===== src/rtl/mmap_pkg.sv =====
`timescale 1ns/1ps
package mmap_pkg;

   typedef enum logic [3:0] {
      RG_ROM_FIX,
      RG_ROM_SW,
      RG_VRAM,
      RG_EXT,
      RG_WRAM_LO,
      RG_WRAM_HI,
      RG_OAM,
      RG_HOLE,
      RG_IO,
      RG_HRAM,
      RG_IE
   } region_e;

   localparam logic [7:0] OPEN_BUS = 8'hFF;

   // Size of the internal byte stores
   localparam int OAM_BYTES  = 160;
   localparam int HRAM_BYTES = 127;

endpackage


===== src/rtl/mmap_region_decode.sv =====
`timescale 1ns/1ps
module mmap_region_decode
   import mmap_pkg::*;
(
   input  logic [15:0] addr,
   output region_e     region
);

   always_comb begin
      unique case (addr[15:12])
         4'h0, 4'h1, 4'h2, 4'h3: region = RG_ROM_FIX;
         4'h4, 4'h5, 4'h6, 4'h7: region = RG_ROM_SW;
         4'h8, 4'h9:             region = RG_VRAM;
         4'hA, 4'hB:             region = RG_EXT;
         4'hC, 4'hE:             region = RG_WRAM_LO;
         4'hD:                   region = RG_WRAM_HI;
         default: begin
            if (addr[11:9] != 3'b111) begin
               region = RG_WRAM_HI;          // upper mirror up to sprite RAM
            end else if (!addr[8]) begin
               region = (addr[7:0] < 8'hA0) ? RG_OAM : RG_HOLE;
            end else if (!addr[7]) begin
               region = RG_IO;
            end else begin
               region = (addr[6:0] == 7'h7F) ? RG_IE : RG_HRAM;
            end
         end
      endcase
   end

endmodule


===== src/rtl/mmap_wram_bank.sv =====
`timescale 1ns/1ps
module mmap_wram_bank #(
   parameter int BANK_W = 3
) (
   input  logic              clk,
   input  logic              rst_n,
   input  logic              we,
   input  logic [BANK_W-1:0] wbits,
   output logic [BANK_W-1:0] raw,
   output logic [BANK_W-1:0] eff
);

   always_ff @(posedge clk) begin
      if (!rst_n) begin
         raw <= '0;
      end else if (we) begin
         raw <= wbits;
      end
   end

   // A stored zero still selects the first switchable bank
   assign eff = (raw == '0) ? BANK_W'(1) : raw;

endmodule


===== src/rtl/mmap_byte_file.sv =====
`timescale 1ns/1ps
module mmap_byte_file #(
   parameter int DEPTH = 16,
   parameter int IDX_W = 4,
   parameter bit CLEAR = 1'b1
) (
   input  logic             clk,
   input  logic             rst_n,
   input  logic             we,
   input  logic [IDX_W-1:0] widx,
   input  logic [7:0]       wdata,
   input  logic [IDX_W-1:0] ridx,
   output logic [7:0]       rdata
);

   if (DEPTH < 1 || DEPTH > (1 << IDX_W)) begin : g_bad_depth
      $error("mmap_byte_file: DEPTH does not fit IDX_W");
   end

   logic [7:0] mem [DEPTH];
   logic       w_ok;

   assign w_ok = we && (int'(widx) < DEPTH);

   if (CLEAR) begin : g_cleared
      always_ff @(posedge clk) begin
         if (!rst_n) begin
            for (int i = 0; i < DEPTH; i++) mem[i] <= '0;
         end else if (w_ok) begin
            mem[widx] <= wdata;
         end
      end
   end else begin : g_plain
      always_ff @(posedge clk) begin
         if (w_ok) mem[widx] <= wdata;
      end
   end

   assign rdata = (int'(ridx) < DEPTH) ? mem[ridx] : mmap_pkg::OPEN_BUS;

endmodule


===== src/rtl/banked_mem_decoder.sv =====
`timescale 1ns/1ps
module banked_mem_decoder
   import mmap_pkg::*;
#(
   parameter int             ROM_BANK_W    = 8,
   parameter int             WRAM_BANK_W   = 3,
   parameter int             CLK_REG_COUNT = 5,
   parameter int             CLK_IDX_W     = 3,
   parameter logic [6:0]     BANK_REG_OFS  = 7'h70,
   localparam int            ROM_AW        = ROM_BANK_W + 14,
   localparam int            WRAM_AW       = WRAM_BANK_W + 12
) (
   input  logic                  clk,
   input  logic                  rst_n,
   input  logic [15:0]           cpu_addr,
   input  logic                  cpu_we,
   input  logic [7:0]            cpu_wdata,
   output logic [7:0]            cpu_rdata,
   input  logic [1:0]            video_mode,
   input  logic                  clk_regs_on,
   input  logic                  sram_on,
   input  logic [CLK_IDX_W-1:0]  clk_reg_idx,
   input  logic [ROM_BANK_W-1:0] rom_bank_sel,
   output logic [ROM_AW-1:0]     rom_addr,
   input  logic [7:0]            rom_rdata,
   output logic                  mapper_we,
   output logic [14:0]           mapper_addr,
   output logic [12:0]           vram_addr,
   output logic                  vram_we,
   input  logic [7:0]            vram_rdata,
   output logic [12:0]           sram_addr,
   output logic                  sram_we,
   input  logic [7:0]            sram_rdata,
   output logic [WRAM_AW-1:0]    wram_addr,
   output logic                  wram_we,
   input  logic [7:0]            wram_rdata,
   output logic [6:0]            io_addr,
   output logic                  io_we,
   input  logic [7:0]            io_rdata,
   output logic [7:0]            mem_wdata,
   output logic                  sram_dirty,
   output logic                  hole_err,
   output logic [7:0]            irq_enable
);

   // Elaboration-time parameter checks
   if (ROM_BANK_W < 1 || ROM_BANK_W > 12) begin : g_bad_rom
      $error("banked_mem_decoder: ROM_BANK_W out of range");
   end
   if (WRAM_BANK_W < 1 || WRAM_BANK_W > 7) begin : g_bad_wram
      $error("banked_mem_decoder: WRAM_BANK_W out of range");
   end
   if (CLK_REG_COUNT < 1 || CLK_REG_COUNT > (1 << CLK_IDX_W)) begin : g_bad_clk
      $error("banked_mem_decoder: CLK_REG_COUNT does not fit CLK_IDX_W");
   end

   localparam int FILL_W = 8 - WRAM_BANK_W;

   region_e                region;
   logic [WRAM_BANK_W-1:0] bank_raw;
   logic [WRAM_BANK_W-1:0] bank_eff;
   logic                   bank_hit;
   logic                   bank_wr;
   logic                   oam_open;
   logic                   oam_wr;
   logic                   hram_wr;
   logic                   clk_wr;
   logic                   ext_hit;
   logic [7:0]             oam_rd;
   logic [7:0]             hram_rd;
   logic [7:0]             clk_rd;
   logic [7:0]             ie_q;
   logic                   dirty_q;
   logic                   hole_q;

   mmap_region_decode u_decode (
      .addr   (cpu_addr),
      .region (region)
   );

   // ---------------- work-RAM bank register ----------------
   assign bank_hit = (region == RG_IO) && (cpu_addr[6:0] == BANK_REG_OFS);
   assign bank_wr  = cpu_we && bank_hit;

   mmap_wram_bank #(.BANK_W(WRAM_BANK_W)) u_bank (
      .clk   (clk),
      .rst_n (rst_n),
      .we    (bank_wr),
      .wbits (cpu_wdata[WRAM_BANK_W-1:0]),
      .raw   (bank_raw),
      .eff   (bank_eff)
   );

   // ---------------- internal byte stores ----------------
   assign oam_open = ~video_mode[1];
   assign oam_wr   = cpu_we && (region == RG_OAM) && oam_open;
   assign hram_wr  = cpu_we && (region == RG_HRAM);
   assign ext_hit  = (region == RG_EXT);
   assign clk_wr   = cpu_we && ext_hit && clk_regs_on;

   mmap_byte_file #(.DEPTH(OAM_BYTES), .IDX_W(8), .CLEAR(1'b0)) u_oam (
      .clk   (clk),
      .rst_n (rst_n),
      .we    (oam_wr),
      .widx  (cpu_addr[7:0]),
      .wdata (cpu_wdata),
      .ridx  (cpu_addr[7:0]),
      .rdata (oam_rd)
   );

   mmap_byte_file #(.DEPTH(HRAM_BYTES), .IDX_W(7), .CLEAR(1'b1)) u_hram (
      .clk   (clk),
      .rst_n (rst_n),
      .we    (hram_wr),
      .widx  (cpu_addr[6:0]),
      .wdata (cpu_wdata),
      .ridx  (cpu_addr[6:0]),
      .rdata (hram_rd)
   );

   mmap_byte_file #(.DEPTH(CLK_REG_COUNT), .IDX_W(CLK_IDX_W), .CLEAR(1'b1)) u_clkregs (
      .clk   (clk),
      .rst_n (rst_n),
      .we    (clk_wr),
      .widx  (clk_reg_idx),
      .wdata (cpu_wdata),
      .ridx  (clk_reg_idx),
      .rdata (clk_rd)
   );

   // ---------------- interrupt enable and sticky flags ----------------
   always_ff @(posedge clk) begin
      if (!rst_n) begin
         ie_q    <= '0;
         dirty_q <= 1'b0;
         hole_q  <= 1'b0;
      end else begin
         if (cpu_we && (region == RG_IE)) ie_q <= cpu_wdata;
         if (cpu_we && ext_hit)           dirty_q <= 1'b1;
         if (cpu_we && (region == RG_HOLE)) hole_q <= 1'b1;
      end
   end

   assign irq_enable = ie_q;
   assign sram_dirty = dirty_q;
   assign hole_err   = hole_q;

   // ---------------- outward addresses and strobes ----------------
   assign rom_addr    = (region == RG_ROM_SW) ? {rom_bank_sel, cpu_addr[13:0]}
                                              : {{ROM_BANK_W{1'b0}}, cpu_addr[13:0]};
   assign mapper_addr = cpu_addr[14:0];
   assign mapper_we   = cpu_we && ((region == RG_ROM_FIX) || (region == RG_ROM_SW));

   assign vram_addr   = cpu_addr[12:0];
   assign vram_we     = cpu_we && (region == RG_VRAM);

   assign sram_addr   = cpu_addr[12:0];
   assign sram_we     = cpu_we && ext_hit && !clk_regs_on && sram_on;

   assign wram_addr   = (region == RG_WRAM_HI) ? {bank_eff, cpu_addr[11:0]}
                                               : {{WRAM_BANK_W{1'b0}}, cpu_addr[11:0]};
   assign wram_we     = cpu_we && ((region == RG_WRAM_LO) || (region == RG_WRAM_HI));

   assign io_addr     = cpu_addr[6:0];
   assign io_we       = cpu_we && (region == RG_IO) && !bank_hit;

   assign mem_wdata   = cpu_wdata;

   // ---------------- read steering ----------------
   always_comb begin
      cpu_rdata = OPEN_BUS;
      unique case (region)
         RG_ROM_FIX, RG_ROM_SW:   cpu_rdata = rom_rdata;
         RG_VRAM:                 cpu_rdata = vram_rdata;
         RG_EXT: begin
            if (clk_regs_on)      cpu_rdata = clk_rd;
            else if (sram_on)     cpu_rdata = sram_rdata;
            else                  cpu_rdata = OPEN_BUS;
         end
         RG_WRAM_LO, RG_WRAM_HI:  cpu_rdata = wram_rdata;
         RG_OAM:                  cpu_rdata = oam_open ? oam_rd : OPEN_BUS;
         RG_HOLE:                 cpu_rdata = OPEN_BUS;
         RG_IO:                   cpu_rdata = bank_hit ? {{FILL_W{1'b1}}, bank_raw} : io_rdata;
         RG_HRAM:                 cpu_rdata = hram_rd;
         RG_IE:                   cpu_rdata = ie_q;
         default:                 cpu_rdata = OPEN_BUS;
      endcase
   end

endmodule


===== config.mk =====
export PLATFORM = sky130hd
export DESIGN_NAME = banked_mem_decoder
export DESIGN_NICKNAME = d
export VERILOG_FILES = /design/src/rtl/mmap_pkg.sv /design/src/rtl/mmap_region_decode.sv /design/src/rtl/mmap_wram_bank.sv /design/src/rtl/mmap_byte_file.sv /design/src/rtl/banked_mem_decoder.sv
export SDC_FILE = /design/constraint.sdc
export NUM_CORES = 2
export LEC_CHECK = 0
export BUFFER_PORTS_ARGS = -buffer_cell sky130_fd_sc_hd__buf_4
export CAP_MARGIN = 10
export CORE_ASPECT_RATIO = 0.7
export CORE_MARGIN = 3
export CORE_UTILIZATION = 38
export CTS_CLUSTER_DIAMETER = 200
export DETAILED_ROUTE_END_ITERATION = 10
export GPL_ROUTABILITY_DRIVEN = 0
export PLACE_DENSITY_LB_ADDON = 0.05
export SLEW_MARGIN = 10
export SYNTH_ARGS = -nofsm -noshare
export SYNTH_HDL_FRONTEND = slang
export SYNTH_HIERARCHICAL = 1
export SYNTH_SLANG_ARGS = --single-unit

===== constraint.sdc =====
create_clock -name clk -period 3 [get_ports clk]
set_input_delay 0 -clock clk [delete_from_list [all_inputs] [get_ports clk]]
set_output_delay 0 -clock clk [all_outputs]
set_load 0.01 [all_outputs]

==> reports/qor.yml <==
die:
  start_util_pct: 38.31
  rows: 158
  coreArea_um2: 265500
  die_y_um: 438.8
  die_x_um: 624.3
  num_io_pins: 198
  die_area_um2: 274000
detailed_routing:
  viasPerCell: 5.529
  wl_um: 331200
  drc: 0
  routedWlPerCell_um: 30.77
  first_pass_iters: 5
  drt_iter0_markers: 6663
  antenna_left: 0
  vias: 59497
worst_hold_path:
  hold_path.class: "in2reg"
  whs_path_depth: 2
  hold_end: "u_oam/mem[42][3]"
  hp-start: "cpu_wdata[3]"
sta:
  slew_headroom_pct: 23.14
  rsz0062_at_grt: "true"
  postLayoutSetupSlackWorst_ns: -1.060
  max_freq_mhz: 246.3
  skew_ns: 0
  finalCriticalPeriod_ns: 4.060
  finalMaxSlewViolations: 0
  fin_setup_tns_ns: -7.629
  worst_slew_pin_slew_ns: 1.153
  hold_violations: 0
  hold-worst-slack_ns: 0.1128
  post-route-period-util_pct: 135.3
  finalSetupViolations: 8
setup_path:
  crit_type: "reg2out"
  critPathLaunchType: "flop"
  cp_data_arrival_time_ns: 4.06
  r2r_slack_ns: 2.11
  rr_startpoint: "irq_enable[5]"
  crit_family: "compound AO/OA/AOI/OAI gates"
  reg2reg_depth: 2
  worst-path-buf-inv: 2
  critical_path.reg2reg.endpoint: "irq_enable[5]"
  path_cells: "mux4_2 > mux4_2 > nand3_2 > o2111ai_4 > o22ai_4 > buf_6 > nand2_2 > o211ai_1 > o2111ai_2 > a211o_1 > buf_6"
  required_ns: 3.00
  slowest_delay_ns: 0.55
  worstPathMaxFanout: 1
  critPathCaptureType: "output port"
  cpMaxStageDelayCell: "mux4_2"
power:
  p_switching_mw: 16.53
  p_sw_share_pct: 22.81
  seqPwrFrac_pct: 51.2
  cellPowerDensity_nw_per_um2: 591.3
  peakVddDrop_v: 0.0004371
  p_comb_share_pct: 8.1
  finalPower_mw: 72.46
  p_leak_nw: 42.41
  clkPwrFrac_pct: 40.7
  cellInternalPower_mw: 55.93
clocking:
  cts_tree: "done"
  clkSinkCount: 2357
  clk_latency_ns: 0.87
  h-tree-depth: 4
  cts_buffers: 242
  path_clk_slew_ns: 0.06
  clk_path_buf_depth: 4
  cts_root_buf: "clkbuf_16"
global_route:
  antenna_found_initial: 21
  grt_pass1_vias: 58474
  grt_max_degree: 106
  grt.total_usage_pct: 23.89
  grt_overflow: 0
  grt_pass1_wl_um: 463400
finish:
  regArea_um2: 70650
  fillers: 22999
  final_common_cell: "edfxtp_1"
  area_delta_synth_final_pct: 20.49
  final_cell_mix: "2344 x edfxtp_1, 1096 x buf_4, 1052 x and2_1, 490 x mux4_2, 341 x nor2_1"
  layout-drive-gt1-share_pct: 30.66
  nNetsFinal: 7132
  utilization_pct: 46.16
  multi_input_area_um2: 28810
logic_synthesis:
  synthDominantCellAreaShare_pct: 69.21
  avgSynthCellArea_um2: 16.79
  ys_types: 83
  yosysWarningCount: 6
  ys_ff_latch: 2357
  synth_area_um2: 101700
  synth_area_leaders: "edfxtp_1 69%, mux4_2 11%, and2_1 6.5%"
  synth_top_area_cell: "edfxtp_1"
  synth_ff_type: "edfxtp_1"
  async_reset_ff_share_pct: 0
  syn-instance-count: 6059
  yosysSeqAreaShare_pct: 69.46
  synth_edf_count: 2344
place:
  dp_hpwl_um: 227300
  io_buffers: 196
status:
  violations: "negative setup slack"
  status: "finished, violations left"
flow_run:
  drv_cap: 0
==> worst reg2reg max path: cells and delay by family, from the launching register on <==
family           cells  cell delay [ns]
flip-flops           1             0.56
AND/OR/NAND/NOR      1             0.13
multiplexers         1             0.13
==> Yosys cell counts, types with 6 or more instances <==
master,n
a221oi_1,10
inv_1,8
nand4_1,22
o22ai_1,85
and2_2,8
o21ai_0,168
a22oi_1,41
mux2i_1,258
nor3_1,38
buf_2,78
dfxtp_1,13
o211ai_1,26
nand2b_1,16
buf_1,23
buf_4,117
and2_1,1052
mux2_4,7
edfxtp_1,2344
o221a_2,6
or3_1,6
nand2_1,139
mux2_2,55
o2111ai_1,11
buf_6,29
nor2b_1,70
nand3_1,42
a21oi_1,53
a211o_1,29
nor2_1,343
clkbuf_1,264
a211oi_1,28
and3_1,21
mux4_2,488
o221ai_1,39
a21o_1,16
==> final cells by class <==
type                    instances  share of cell area [%]
diodes                          7                 0.01429
clock buffers                 308                   5.245
clock inverters               120                  0.8821
inverters                      10                 0.03267
multi-input cells            3184                   23.51
flip-flops and latches       2357                   57.65
well taps                    3520                   3.594
repair buffers               1255                   9.074
==> kinds of logic (layout without fill, tap and decap cells) <==
| logic type | Yosys count | count (layout) | share of synthesized area [%] |
|---|---|---|---|
| AND/OR/NAND/NOR | 1797 | 1797 | 9.885 |
| flip-flops | 2357 | 2357 | 69.46 |
| AO/OA/AOI/OAI | 566 | 566 | 3.728 |
| buffers and inverters | 525 | 1693 | 2.734 |
| other | 1 | 15 | 0.003687 |
| multiplexers | 813 | 813 | 14.19 |
==> power by group through the flow <==
| stage | Combinational (mW) | Sequential, mW | Clock [mW] |
|---|---|---|---|
| CTS | 5.83 | 37.1 | 30.2 |
| global placement | 5.73 | 37.8 | 0 |
| finish | 5.88 | 37.1 | 29.5 |
| detailed placement | 5.74 | 37.8 | 0 |
| floorplan | 2.67 | 37.7 | 0 |
| global route | 6.17 | 37.1 | 31.5 |
==> worst max-delay path by stage <==
stage | from | end | cells after the start
2_1_floorplan | cpu_addr[14] | u_hram/mem[12][0] | 12
3_3_place_gp | cpu_addr[0] | cpu_rdata[0] | 14
3_5_place_dp | cpu_addr[0] | cpu_rdata[0] | 14
4_1_cts | u_hram/mem[9][0] | cpu_rdata[0] | 10
5_1_grt | u_oam/mem[87][0] | cpu_rdata[0] | 11
6_report | u_oam/mem[87][0] | cpu_rdata[0] | 11
==> state kept, by name, indices dropped and copies added (netlist names) <==
| signal | cells |
|---|---|
| hole_err | 1 |
| irq_enable | 8 |
| sram_dirty | 1 |
| u_bank/raw | 3 |
| u_clkregs/mem | 40 |
| u_hram/mem | 1024 |
| u_oam/mem | 1280 |
==> layer usage <==
metal | GRT usage, % | vias to the layer above | part of all wire (%)
met5 | 0 | - | 0.0039
met4 | 4.006 | 2 | 1.6
met3 | 4.759 | 325 | 8.0
met2 | 33.16 | 2195 | 42
met1 | 38.73 | 31608 | 49
li1 | - | 25367 | -
==> stage by stage <==
step / setup WS, ns / std cells / instance area (um^2)
floorplan: 0.09393 / 6066 / 101700
global placement: -1.753 / 10298 / 114200
detailed placement: -1.772 / 10298 / 114200
CTS: -1.408 / 10743 / 122200
global route: -1.153 / 10754 / 122500
finish: -1.060 / 10761 / 122500
==> timing repair <==
action	in CTS	in global routing
hold buffers	18	0
hold endpoints to repair	2099	0
setup endpoints to repair	8	32
cloned	0	1
resized for setup	59	47
pin swaps	22	21
setup buffers	0	12
Note: power is estimated with default switching activity, not from simulation.
